### config.mk
export PLATFORM = sky130hd
export DESIGN_NAME = eif_ctrl
export DESIGN_NICKNAME = d
export VERILOG_FILES = /design/src/rtl/eif_pkg.sv /design/src/rtl/eif_event_filter.sv /design/src/rtl/eif_flag_reg.sv /design/src/rtl/eif_cpu_flag.sv /design/src/rtl/eif_ctrl.sv
export SDC_FILE = /design/constraint.sdc
export NUM_CORES = 1
export LEC_CHECK = 0
export BUFFER_PORTS_ARGS = -buffer_cell sky130_fd_sc_hd__buf_2
export CORE_MARGIN = 3
export CORE_UTILIZATION = 31
export CTS_BUF_LIST = sky130_fd_sc_hd__clkbuf_16
export CTS_CLUSTER_DIAMETER = 120
export CTS_CLUSTER_SIZE = 25
export DETAILED_ROUTE_END_ITERATION = 12
export PLACE_DENSITY_LB_ADDON = 0.15
export SLEW_MARGIN = 20
export SYNTH_ARGS = -nofsm -noshare
export SYNTH_HDL_FRONTEND = slang
export SYNTH_SLANG_ARGS = --single-unit
export TNS_END_PERCENT = 30
### constraint.sdc
create_clock -name clk -period 1.7 [get_ports clk]
set_input_delay 0 -clock clk [delete_from_list [all_inputs] [get_ports clk]]
set_output_delay 0 -clock clk [all_outputs]
set_load 0.005 [all_outputs]
### src/rtl/eif_pkg.sv
// Package: register width shared by all endpoint interrupt flag modules.
// Assumes flag registers are one byte wide, with bit x for endpoint x.
package eif_pkg;
    localparam int EIF_REG_W = 8;

    // Accepted events for one cycle, in both directions.
    typedef struct packed {
        logic [EIF_REG_W-1:0] in_set;
        logic [EIF_REG_W-1:0] out_set;
    } eif_events_t;
endpackage

### src/rtl/eif_event_filter.sv
// Module: merges raw endpoint event pulses into per-direction set vectors.
// It drops stall pulses on isochronous endpoints and masks bits that
// correspond to no endpoint (bit 0 and every bit above NUM_EP).
// Assumes the pulses are already synchronous to clk.
module eif_event_filter
    import eif_pkg::*;
#(
    parameter int NUM_EP = 5
) (
    input  logic [EIF_REG_W-1:0] in_sent,
    input  logic [EIF_REG_W-1:0] in_stall,
    input  logic [EIF_REG_W-1:0] in_flush,
    input  logic [EIF_REG_W-1:0] out_rcvd,
    input  logic [EIF_REG_W-1:0] out_stall,
    input  logic [EIF_REG_W-1:0] iso,
    output eif_events_t          ev
);
    localparam logic [EIF_REG_W-1:0] ALL_UP = EIF_REG_W'((1 << (NUM_EP + 1)) - 1);
    localparam logic [EIF_REG_W-1:0] VALID  = ALL_UP & ~EIF_REG_W'(1);

    logic [EIF_REG_W-1:0] in_raw;
    logic [EIF_REG_W-1:0] out_raw;

    genvar b;
    generate
        for (b = 0; b < EIF_REG_W; b++) begin : g_bit
            // Per-bit merge: a stall counts only on a non-isochronous endpoint.
            always_comb begin
                in_raw[b]  = in_sent[b] | in_flush[b] | (in_stall[b] & ~iso[b]);
                out_raw[b] = out_rcvd[b] | (out_stall[b] & ~iso[b]);
            end
        end
    endgenerate

    // Keep only the bits that map to real endpoints.
    always_comb begin
        ev.in_set  = in_raw & VALID;
        ev.out_set = out_raw & VALID;
    end
endmodule

### src/rtl/eif_flag_reg.sv
// Module: sticky flag register with write-one-to-clear access.
// A set and a clear on the same bit in the same cycle leave the bit set.
// Assumes set bits outside the valid endpoint range are already masked.
module eif_flag_reg #(
    parameter int W = 8
) (
    input  logic         clk,
    input  logic         rst_n,
    input  logic [W-1:0] set,
    input  logic [W-1:0] clr,
    output logic [W-1:0] q
);
    genvar b;
    generate
        for (b = 0; b < W; b++) begin : g_flag
            // One sticky bit: set has priority over clear.
            always_ff @(posedge clk) begin
                if (!rst_n)      q[b] <= 1'b0;
                else if (set[b]) q[b] <= 1'b1;
                else if (clr[b]) q[b] <= 1'b0;
            end
        end
    endgenerate
endmodule

### src/rtl/eif_cpu_flag.sv
// Module: shared CPU interrupt flag. It latches on any accepted event whose
// endpoint has its enable set for that direction, and is cleared only by
// its own strobe. Assumes the events come from eif_event_filter.
module eif_cpu_flag
    import eif_pkg::*;
(
    input  logic                 clk,
    input  logic                 rst_n,
    input  eif_events_t          ev,
    input  logic [EIF_REG_W-1:0] in_en,
    input  logic [EIF_REG_W-1:0] out_en,
    input  logic                 clr,
    output logic                 flag
);
    logic hit;

    // Detect any event that passes its endpoint's enable.
    always_comb hit = |((ev.in_set & in_en) | (ev.out_set & out_en));

    // Sticky flag: a new hit wins over a clear in the same cycle.
    always_ff @(posedge clk) begin
        if (!rst_n)   flag <= 1'b0;
        else if (hit) flag <= 1'b1;
        else if (clr) flag <= 1'b0;
    end
endmodule

### src/rtl/eif_ctrl.sv
// Module: endpoint interrupt flag controller top.
// Collects IN and OUT endpoint events into sticky registers and drives a
// shared CPU flag plus an interrupt request that is gated by the global
// enable and the per-endpoint enables. Assumes a single clock domain.
module eif_ctrl
    import eif_pkg::*;
#(
    parameter int NUM_EP = 5
) (
    input  logic                 clk,
    input  logic                 rst_n,
    input  logic [EIF_REG_W-1:0] in_sent,
    input  logic [EIF_REG_W-1:0] in_stall,
    input  logic [EIF_REG_W-1:0] in_flush,
    input  logic [EIF_REG_W-1:0] out_rcvd,
    input  logic [EIF_REG_W-1:0] out_stall,
    input  logic [EIF_REG_W-1:0] iso,
    input  logic [EIF_REG_W-1:0] in_en,
    input  logic [EIF_REG_W-1:0] out_en,
    input  logic                 glob_en,
    input  logic [EIF_REG_W-1:0] clr_in,
    input  logic [EIF_REG_W-1:0] clr_out,
    input  logic                 clr_cpu,
    output logic [EIF_REG_W-1:0] in_flags,
    output logic [EIF_REG_W-1:0] out_flags,
    output logic                 cpu_flag,
    output logic                 irq_req
);
    eif_events_t ev;

    eif_event_filter #(.NUM_EP(NUM_EP)) u_filter (
        .in_sent   (in_sent),
        .in_stall  (in_stall),
        .in_flush  (in_flush),
        .out_rcvd  (out_rcvd),
        .out_stall (out_stall),
        .iso       (iso),
        .ev        (ev)
    );

    eif_flag_reg #(.W(EIF_REG_W)) u_in_reg (
        .clk   (clk),
        .rst_n (rst_n),
        .set   (ev.in_set),
        .clr   (clr_in),
        .q     (in_flags)
    );

    eif_flag_reg #(.W(EIF_REG_W)) u_out_reg (
        .clk   (clk),
        .rst_n (rst_n),
        .set   (ev.out_set),
        .clr   (clr_out),
        .q     (out_flags)
    );

    eif_cpu_flag u_cpu (
        .clk    (clk),
        .rst_n  (rst_n),
        .ev     (ev),
        .in_en  (in_en),
        .out_en (out_en),
        .clr    (clr_cpu),
        .flag   (cpu_flag)
    );

    // Request: global enable AND any latched flag whose enable is set.
    always_comb irq_req = glob_en & |((in_flags & in_en) | (out_flags & out_en));
endmodule

==> results.cfg <==
[detailed_routing]
postRouteAntennaNets = 0
vias = 775
routed_wl_mm = 1.941
drt_iter0_drc = 5
drc = 0
routedWlPerCell_um = 11.62
routed_via_density = 4.641
first_pass_iters = 4

[grt]
antenna_found_initial = 0
grt_max_degree = 12
grt_pass1_vias = 717
grt_first_pass_wirelength_mm = 2.898
grt_use_total_pct = 14.40
overflow = 0

[clock_network]
cts_tree = yes
clk_pin_slew_worst_paths_ns = 0.04
clock_latency_ns = 0.23
root_buffer = clkbuf_16
post_cts_buffers = 0
hold_buffers = 1
cts_resized = 0
clockBufferDepth = 2
cts_max_level = 1
cts.sinks = 11
numCtsBuffers = 3

[worst_setup_path]
start_kind = flip-flop
crit_arrival_ns = 1.28
cp-end-kind = output port
crit_fanout = 3
worstSetupPathType = reg -> out
critical_path_required_ns = 1.70

[floorplan]
start_util_pct = 33.25
die_h_um = 52.34
core-area_um2 = 2002
dieWidth_um = 52.34
fp-row-count = 16
io_pins = 102
die_area_um2 = 2739

[hold_path]
hold_class = in -> reg

[sta]
slew_violations = 0
holdWs_ns = 0.0006895
finalWorstSetupSlack_ns = 0.4202
fin_crit_sh_pct = 75.28
tns_ns = 0
hold_viol_final = 0
fmax_mhz = 781.4
fin_skew_ns = 0
rsz0062_at_grt = false
period_needed_ns = 1.280
setup_viol = 0

[final_layout]
drive_above_1_share_pct = 51.43
final_nets = 225
utilization_pct = 54.13
syn2layout_area_growth_pct = 62.78
layout_commonest_cell = buf_2
final_cell_mix = 65 x buf_2, 18 x nor2b_1, 11 x dfxtp_1
fin_area_um2 = 1084
fin_cells = 167
num_antenna_cells = 0

[pwr]
p_leak_nw = 0.5371
peakVddDrop_v = 0.0005913
total_power_uw = 877.2
power_density_nw_per_um2 = 809.6

[yosys]
yosysWarnings = 0
synth_seq_cells = 11
synth_cells = 72
synth.distinct_cells = 21
syn-cell-area_um2 = 665.6
yosysSeqAreaShare_pct = 33.08
syn_avg_cell_area_um2 = 9.245

[placement]
io_buffers = 65
place_area_um2 = 994.7
dp_worst_setup_slack_ns = 0.6460
place_inst = 162
hpwlAfterDp_mm = 1.692
gp_congestion = 0.7359

[job]
maxCapViolCount = 0

[status]
status = finished clean
[metal layers]
metal | track usage, % | routed length [um] | up-vias
li1 | - | - | 396
met1 | 16.81 | 773 | 340
met2 | 24.59 | 960 | 37
met3 | 4.274 | 188 | 2
met4 | 5.106 | 19 | 0
met5 | 0 | 0 | -
[cells in the mapped netlist (all sizes together)]
cell type / n / share of area (%)
clkbuf: 1 / 0.56
o21ai: 5 / 3.8
o41a: 4 / 6.8
a31oi: 1 / 0.94
nand3: 1 / 0.75
o31a: 6 / 7.9
o31ai: 4 / 6.8
inv: 4 / 2.3
nor2b: 18 / 17
buf: 6 / 6.8
a22oi: 1 / 1.1
conb: 1 / 0.56
o2111ai: 2 / 2.6
a221oi: 2 / 2.6
dfxtp: 11 / 33
a21boi: 1 / 1.1
a22o: 2 / 2.6
a211oi: 1 / 1.9
nand2b: 1 / 0.94
[worst max-delay path: stages (launching register included)]
cell	delay [ns]
dfxtp_1	0.32
a22o_1	0.21
a221oi_1	0.26
a31oi_1	0.12
buf_2	0.14
[sequential cells by signal (all words and copies together), names as in the netlist]
| register | cells |
|---|---|
| u_cpu.flag | 1 |
| u_in_reg.q | 5 |
| u_out_reg.q | 5 |
[final timing paths]
| path | from | to | slack (ns) | depth (start not counted) |
|---|---|---|---|---|
| worst max-delay path | u_in_reg.q[3] | irq_req | 0.42 | 4 |
| worst min-delay path | out_rcvd[4] | u_out_reg.q[4] | 0.0007 | 2 |
| worst max register to register | u_in_reg.q[2] | u_in_reg.q[2] | 0.85 | 2 |
| worst min register to register | u_in_reg.q[3] | u_in_reg.q[3] | 0.50 | 2 |
[cell families (layout without fill, tap and decap cells)]
kind of cell	after synthesis	in the layout	share of synthesized area, %
flip-flops	11	11	33.08
buffers and inverters	11	74	9.585
other	1	6	0.5634
AO/OA/AOI/OAI	29	29	38.16
AND/OR/NAND/NOR	20	20	18.61
[final cells by class]
| type | count | area, um^2 |
|---|---|---|
| fillers | 201 | 918.4 |
| multi-input cells | 55 | 400.4 |
| repair buffers | 66 | 335.3 |
| flip-flops and latches | 11 | 220.2 |
| clock buffers | 3 | 75.07 |
| well taps | 27 | 33.78 |
| inverters | 4 | 15.01 |
| clock inverters | 1 | 3.754 |
[where the power goes]
group / internal, mW / switching (mW)
Combinational: 0.0990 / 0.0706
Sequential: 0.278 / 0.0115
Clock: 0.308 / 0.110
Total: 0.685 / 0.192
Power figures use the tool's default switching activity.
